--- config.mk ---
export PLATFORM = sky130hd
export DESIGN_NAME = commSeq
export DESIGN_NICKNAME = d
export VERILOG_FILES = /design/src/rtl/commSeqPkg.sv /design/src/rtl/commSeqCtrl.sv /design/src/rtl/commSeqDatapath.sv /design/src/rtl/commSeq.sv
export SDC_FILE = /design/constraint.sdc
export NUM_CORES = 1
export LEC_CHECK = 0
export BUFFER_PORTS_ARGS = -buffer_cell sky130_fd_sc_hd__buf_2
export CAP_MARGIN = 20
export CORE_MARGIN = 2
export CORE_UTILIZATION = 45
export CTS_BUF_LIST = sky130_fd_sc_hd__clkbuf_16
export DETAILED_ROUTE_END_ITERATION = 8
export GPL_ROUTABILITY_DRIVEN = 0
export MAX_ROUTING_LAYER = met4
export PLACE_DENSITY = 0.64
export SETUP_SLACK_MARGIN = 0.1
export SLEW_MARGIN = 10
export SYNTH_ARGS = -nofsm -noshare
export SYNTH_HDL_FRONTEND = slang
export SYNTH_SLANG_ARGS = --single-unit
--- constraint.sdc ---
create_clock -name clk -period 3.39 [get_ports clk]
set_clock_uncertainty 0.15 [all_clocks]
set_input_delay 0.5085 -clock clk [delete_from_list [all_inputs] [get_ports clk]]
set_output_delay 0.5085 -clock clk [all_outputs]
set_load 0.01 [all_outputs]
--- src/rtl/commSeqPkg.sv ---
package commSeqPkg;

  // Phase of the step: which event is awaited next
  typedef enum logic [1:0] {
    PH_WAIT_C = 2'd0,
    PH_WAIT_D = 2'd1,
    PH_WAIT_Z = 2'd2
  } phase_e;

  // Event indices, shared by every per-event vector
  localparam int EV_C   = 0;
  localparam int EV_D   = 1;
  localparam int EV_Z   = 2;
  localparam int NUM_EV = 3;

  // Register addresses
  localparam int ADDR_W = 3;
  localparam logic [ADDR_W-1:0] ADDR_MODE  = 3'd0;
  localparam logic [ADDR_W-1:0] ADDR_CMP_C = 3'd1;
  localparam logic [ADDR_W-1:0] ADDR_CMP_D = 3'd2;
  localparam logic [ADDR_W-1:0] ADDR_CMP_Z = 3'd3;
  localparam logic [ADDR_W-1:0] ADDR_CLR   = 3'd4;

  // Mode bit positions
  localparam int MODE_SIM_D = 0;
  localparam int MODE_SIM_Z = 1;
  localparam int MODE_SIM_C = 2;

  // Strobes from control to datapath
  typedef struct packed {
    logic [NUM_EV-1:0] fire;   // event detected this cycle
    logic [NUM_EV-1:0] load;   // load compare value from write data
    logic [NUM_EV-1:0] clr;    // write-one-to-clear mask for flags
  } strobe_t;

endpackage

--- src/rtl/commSeqCtrl.sv ---
module commSeqCtrl
  import commSeqPkg::*;
(
  input  logic                      clk,
  input  logic                      rstN,
  input  logic                      wrEn,
  input  logic [ADDR_W-1:0]         wrAddr,
  input  logic [NUM_EV-1:0]         wrBits,
  input  logic                      hwDemag,
  input  logic                      hwZero,
  input  logic [NUM_EV-1:0]         hit,
  output strobe_t                   strb
);

  phase_e            phase, phaseNext;
  logic [NUM_EV-1:0] modeBits, modeNext;
  logic [NUM_EV-1:0] arm, armNext;
  logic [NUM_EV-1:0] wrCmp;
  logic              wrMode, wrClr;
  logic              candC, candD, candZ;
  logic              fireC, fireD, fireZ;
  logic              simD, simZ, simC;

  assign simD = modeBits[MODE_SIM_D];
  assign simZ = modeBits[MODE_SIM_Z];
  assign simC = modeBits[MODE_SIM_C];

  assign wrMode = wrEn && (wrAddr == ADDR_MODE);
  assign wrClr  = wrEn && (wrAddr == ADDR_CLR);

  // One compare-write decode per event
  for (genvar g = 0; g < NUM_EV; g++) begin : gWrDec
    localparam logic [ADDR_W-1:0] CMP_ADDR = ADDR_CMP_C + ADDR_W'(g);
    assign wrCmp[g] = wrEn && (wrAddr == CMP_ADDR);
  end

  // Event detection
  always_comb begin
    candC = arm[EV_C] && hit[EV_C] && (simC || (phase == PH_WAIT_C));
    candD = (phase == PH_WAIT_D) &&
            (simD ? (arm[EV_D] && hit[EV_D]) : hwDemag);
    candZ = (phase == PH_WAIT_Z) &&
            (simZ ? (arm[EV_Z] && hit[EV_Z]) : hwZero);
    // Commutation has priority over a D or Z due in the same cycle
    fireC = candC;
    fireD = candD && !candC;
    fireZ = candZ && !candC;
  end

  // Phase sequencing
  always_comb begin
    phaseNext = phase;
    if (fireC)      phaseNext = PH_WAIT_D;
    else if (fireD) phaseNext = PH_WAIT_Z;
    else if (fireZ) phaseNext = PH_WAIT_C;
  end

  // Mode bits and compare arming
  always_comb begin
    modeNext = wrMode ? wrBits : modeBits;
    armNext  = arm;

    if (wrCmp[EV_C])                          armNext[EV_C] = 1'b1;
    else if (fireC)                           armNext[EV_C] = 1'b0;
    else if (wrMode && wrBits[MODE_SIM_C] && !simC)
                                              armNext[EV_C] = 1'b0;

    if (fireC || fireD)                       armNext[EV_D] = 1'b0;
    else if (wrCmp[EV_D] && phase == PH_WAIT_D) armNext[EV_D] = 1'b1;

    if (fireC || fireZ)                       armNext[EV_Z] = 1'b0;
    else if (wrCmp[EV_Z] && phase == PH_WAIT_Z) armNext[EV_Z] = 1'b1;
  end

  always_ff @(posedge clk) begin
    if (!rstN) begin
      phase    <= PH_WAIT_C;
      modeBits <= '0;
      arm      <= '0;
    end else begin
      phase    <= phaseNext;
      modeBits <= modeNext;
      arm      <= armNext;
    end
  end

  always_comb begin
    strb.fire        = '0;
    strb.fire[EV_C]  = fireC;
    strb.fire[EV_D]  = fireD;
    strb.fire[EV_Z]  = fireZ;
    strb.load        = wrCmp;
    strb.clr         = wrClr ? wrBits : '0;
  end

  AST_D_LEADS_TO_Z: assert property (@(posedge clk) disable iff (!rstN)
    fireD |=> (phase == PH_WAIT_Z));
  AST_SIMD_ONCE: assert property (@(posedge clk) disable iff (!rstN)
    (fireD && simD) |=> !arm[EV_D]);
  AST_SIMZ_ONCE: assert property (@(posedge clk) disable iff (!rstN)
    (fireZ && simZ) |=> !arm[EV_Z]);
  AST_COMM_NORMAL_PHASE: assert property (@(posedge clk) disable iff (!rstN)
    (fireC && !simC) |-> (phase == PH_WAIT_C));
  AST_SIMC_AFTER_C: assert property (@(posedge clk) disable iff (!rstN)
    (fireC && simC) |=> (phase == PH_WAIT_D));
  AST_SIMC_DISARMS: assert property (@(posedge clk) disable iff (!rstN)
    $rose(simC) |-> !arm[EV_C]);

endmodule

--- src/rtl/commSeqDatapath.sv ---
module commSeqDatapath
  import commSeqPkg::*;
#(
  parameter int TIMER_W = 16
) (
  input  logic                  clk,
  input  logic                  rstN,
  input  strobe_t               strb,
  input  logic [TIMER_W-1:0]    wrData,
  output logic [NUM_EV-1:0]     hit,
  output logic [NUM_EV-1:0]     evtPulse,
  output logic [NUM_EV-1:0]     irqFlags,
  output logic [TIMER_W-1:0]    stepTimer,
  output logic [TIMER_W-1:0]    captureVal
);

  localparam logic [TIMER_W-1:0] TIMER_MAX = '1;

  logic [TIMER_W-1:0] timerNext;

  // Step timer: saturating count, cleared by Z
  always_comb begin
    if (strb.fire[EV_Z])            timerNext = '0;
    else if (stepTimer == TIMER_MAX) timerNext = TIMER_MAX;
    else                             timerNext = stepTimer + 1'b1;
  end

  always_ff @(posedge clk) begin
    if (!rstN) begin
      stepTimer  <= '0;
      captureVal <= '0;
    end else begin
      stepTimer <= timerNext;
      if (|strb.fire) captureVal <= stepTimer;
    end
  end

  // One compare channel, pulse and flag per event
  for (genvar g = 0; g < NUM_EV; g++) begin : gChan
    logic [TIMER_W-1:0] cmpVal;

    always_ff @(posedge clk) begin
      if (!rstN) begin
        cmpVal      <= '0;
        evtPulse[g] <= 1'b0;
        irqFlags[g] <= 1'b0;
      end else begin
        if (strb.load[g]) cmpVal <= wrData;
        evtPulse[g] <= strb.fire[g];
        irqFlags[g] <= strb.fire[g] || (irqFlags[g] && !strb.clr[g]);
      end
    end

    assign hit[g] = (stepTimer >= cmpVal);

    AST_FLAG_WITH_PULSE: assert property (@(posedge clk) disable iff (!rstN)
      evtPulse[g] |-> irqFlags[g]);
  end

  AST_Z_CLEARS_TIMER: assert property (@(posedge clk) disable iff (!rstN)
    strb.fire[EV_Z] |=> (stepTimer == '0));
  AST_TIMER_HOLDS_MAX: assert property (@(posedge clk) disable iff (!rstN)
    (stepTimer == TIMER_MAX && !strb.fire[EV_Z]) |=> (stepTimer == TIMER_MAX));
  AST_CAPTURE_LATCH: assert property (@(posedge clk) disable iff (!rstN)
    (|strb.fire) |=> (captureVal == $past(stepTimer)));

endmodule

--- src/rtl/commSeq.sv ---
module commSeq
  import commSeqPkg::*;
#(
  parameter int TIMER_W = 16
) (
  input  logic               clk,
  input  logic               rstN,
  input  logic               wrEn,
  input  logic [2:0]         wrAddr,
  input  logic [TIMER_W-1:0] wrData,
  input  logic               hwDemag,
  input  logic               hwZero,
  output logic               evtComm,
  output logic               evtDemag,
  output logic               evtZero,
  output logic [2:0]         irqFlags,
  output logic [TIMER_W-1:0] captureVal,
  output logic [TIMER_W-1:0] stepTimer
);

  strobe_t           strb;
  logic [NUM_EV-1:0] hit;
  logic [NUM_EV-1:0] evtPulse;

  commSeqCtrl uCtrl (
    .clk     (clk),
    .rstN    (rstN),
    .wrEn    (wrEn),
    .wrAddr  (wrAddr),
    .wrBits  (wrData[NUM_EV-1:0]),
    .hwDemag (hwDemag),
    .hwZero  (hwZero),
    .hit     (hit),
    .strb    (strb)
  );

  commSeqDatapath #(.TIMER_W(TIMER_W)) uDp (
    .clk        (clk),
    .rstN       (rstN),
    .strb       (strb),
    .wrData     (wrData),
    .hit        (hit),
    .evtPulse   (evtPulse),
    .irqFlags   (irqFlags),
    .stepTimer  (stepTimer),
    .captureVal (captureVal)
  );

  assign evtComm  = evtPulse[EV_C];
  assign evtDemag = evtPulse[EV_D];
  assign evtZero  = evtPulse[EV_Z];

endmodule

==> summary.md <==
| Metric | Value |
|---|---|
| Status | completed |
| Pwr dens | 401.4 nW/µm² |
| Count of boundary I/O pins | 62 |
| Worst Setup Start Kind | register |
| Slew of the pin with the lowest slew margin | 771.9 ps |
| Asr flop ratio synth | 0% |
| Slew Limit Fails | 0 |
| CP endpoint kind | register |
| Area growth from synthesis to layout | 13.29% |
| Core Rows | 38 |
| CP Max Fanout | 16 |
| CTS Buffer Depth | 2 |
| CTS tree | yes |
| Net Sw Power | 552.1 µW |
| Antenna Violating Nets Remaining | 0 |
| Clk_lat worst skew | 340 ps |
| Number of hold violations in the final report | 0 |
| Largest net degree at the start of global routing | 49 |
| H-Tree Level Count | 3 |
| Starting Density | 45.91% |
| WL/cell | 14.71 µm |
| # diodes | 0 |
| Logic pwr share | 8.3% |
| Xor/xnor share of the synthesized area | 1.953% |
| Max-cap violations | 0 |
| Synth Flop Type | dfxtp_1 |
| Tot Pwr | 2.243 mW |
| Worst slew margin | 48.54% |
| Synth Area in Simple Gates | 19.00% |
| Switching Share | 24.61% |
| Worst Path Required | 3510 ps |
| Total CTS buffers | 9 |
| Lkg Pwr | 2.313 nW |
| Die Ht | 108.7 µm |
| GRT Total Usage | 21.04% |
| Post-Syn Area | 4933 µm² |
| Die span in x | 108.7 µm |
| Via count | 4,016 |
| Min Tclk post-route | 2831 ps |
| Internal | 1.691 mW |
| Largest family of logic cells by synthesized area | simple AND/OR/NAND/NOR gates |
| Die area | 11,820 µm² |
| Sequential power share | 50.8% |
| Clock share of power | 40.9% |
| Hold buffers post-CTS | 0 |
| Hpwl dp | 8.685 mm |
| Unrepaired setup endpoints after global routing | no |
| Yosys Warn Count | 0 |
| Core ar. | 10,750 µm² |
| I/O Buffers | 61 |
| Sinks on Clock Net | 94 |
| First-pass GRT wire length | 18.87 mm |
| DRC Markers | 0 |
| Most common cell after layout, fill and taps aside | nand2_1 |
| Reg clk slew, reported paths | 70 ps |
| Synthesized Nets | 658 |
| Arr. time, crit path | 2950 ps |
| Resize count post-CTS | 0 |
| Highest clock rate | 353.2 MHz |
| Mapped Cells | 585 |
| Drt first pass iters | 4 |
| Initial drt markers | 206 |
| Synth Area in Adders | 12.43% |
| Synth Area in Compound Gates | 17.85% |
| Number of global-route vias before repair | 3,847 |
| Setup TNS | 0 ps |
| Post-synthesis sequential element count | 94 |
| Buffer count from post-CTS setup fixing | 0 |
| DRT Wirelength | 11.53 mm |
| Syn Area/Cell | 8.433 µm² |
| EDFF count, synth | 0 |
| Unique masters post-synth | 49 |
| Sequential fraction of the synthesis area | 38.14% |
| HP Class | in -> reg |
| Post-route clock period utilization | 83.51% |
| CTS root buf | clkbuf_16 |
| Drt via density | 5.122 |
| Global route total overflow | 0 |
| Layout cells sized above 1 | 14.29% |
| Final setup viols | 0 |
| Most frequent cells in the layout | nand2_1, dfxtp_1, buf_2 |
| Mux contribution to synthesized area | 4.058% |
| Fin nets | 712 |
| Filler cells | 1,043 |
| Initial antenna violation count | 0 |
| CP Class | reg -> reg |
| Max IR drop VDD | 0.1843 mV |
==> cell families after synthesis <==
kind of cell,Yosys count
simple gates,215
compound gates,121
flops,94
buf+inv,75
fa+ha+maj,49
mux,20
xor+xnor,11
==> synth_stat cells, drive strengths merged (2+ instances only) <==
master | number | share of area, %
nor2b | 7 | 0.89
a221oi | 3 | 0.66
or2 | 3 | 0.38
mux2i | 20 | 4.1
and2 | 2 | 0.25
nand3 | 4 | 0.41
a21o | 3 | 0.46
a31oi | 2 | 0.25
clkbuf | 19 | 1.9
nor3 | 6 | 0.61
ha | 49 | 12
o21a | 4 | 0.61
nand4 | 10 | 1.3
inv | 52 | 4.0
a211oi | 5 | 1.0
and3 | 5 | 0.63
xnor2 | 4 | 0.71
buf | 2 | 0.41
nor3b | 2 | 0.30
xor2 | 7 | 1.2
dlygate4sd1 | 2 | 0.36
a21boi | 50 | 7.6
nor2 | 14 | 1.1
nand2 | 150 | 11
nand2b | 5 | 0.63
dfxtp | 94 | 38
a21oi | 31 | 3.4
o21ai | 12 | 1.2
o2111ai | 3 | 0.53
and4 | 2 | 0.36
a221o | 2 | 0.41
==> metal layers <==
metal / GRT usage [%] / routed length [µm]
met2: 32.86 / 5170
met1: 27.90 / 5635
met3: 3.586 / 556
met4: 6.502 / 167
met5: - / 0
==> flip-flops by register name, indices dropped and copies added, names as in the netlist <==
register and flops:
uDp.irqFlags 3, uCtrl.phase 2, uDp.captureVal 16, uDp.stepTimer 16, uCtrl.modeBits 3, uDp.gChan.cmpVal 48, uDp.evtPulse 3, uCtrl.arm 3
==> worst max-delay path, stage by stage (launching register included) <==
cell      delay, ps
dfxtp_1         570
ha_1            320
a211oi_1        230
o21ai_0         160
a211oi_1        440
a221oi_2        170
a211oi_4        170
buf_4           300
mux2i_1         240
==> path summary, 6_finish.rpt <==
| check | to | cells after the start | start | slack [ps] |
|---|---|---|---|---|
| max | uDp.captureVal[7]$_SDFFE_PN0P_ | 8 | uDp.stepTimer[3]$_SDFF_PP0_ | 560 |
| min reg2reg | uDp.captureVal[1]$_SDFFE_PN0P_ | 2 | uDp.captureVal[1]$_SDFFE_PN0P_ | 310 |
| max reg2reg | uDp.captureVal[7]$_SDFFE_PN0P_ | 8 | uDp.stepTimer[3]$_SDFF_PP0_ | 560 |
| min | uDp.gChan[2].cmpVal[3]$_SDFFE_PN0P_ | 3 | wrData[3] | 280 |
==> power by group through the flow <==
stage | registers (mW) | logic (mW) | clock network, mW
3_3_place_gp | 1.16 | 0.182 | 0
4_1_cts | 1.14 | 0.187 | 0.936
2_1_floorplan | 1.16 | 0.127 | 0
5_1_grt | 1.14 | 0.210 | 0.982
3_5_place_dp | 1.17 | 0.186 | 0
6_report | 1.14 | 0.186 | 0.917
==> stage by stage <==
step,hold WS [ps],area (µm²),utilization [%],std cells,setup slack [ps]
2_1_floorplan,293.4,4933,-,585,723.8
4_1_cts,280.1,5589,52.01,784,559.8
3_5_place_dp,302.0,5323,49.53,768,583.6
6_report,280.9,5589,52.01,784,559.0
3_3_place_gp,291.5,5323,49.53,768,611.1
5_1_grt,290.2,5589,52.01,784,368.4
==> cell type report <==
class / count / area [µm²] / share of cell area, %
multi-input cells: 416 / 2728 / 48.80
well taps: 140 / 175.2 / 3.134
flip-flops and latches: 94 / 1882 / 33.67
clock buffers: 9 / 225.2 / 4.030
repair buffers: 66 / 342.8 / 6.134
clock inverters: 7 / 41.29 / 0.7388
inverters: 52 / 195.2 / 3.492
Power figures use the tool's default switching activity.
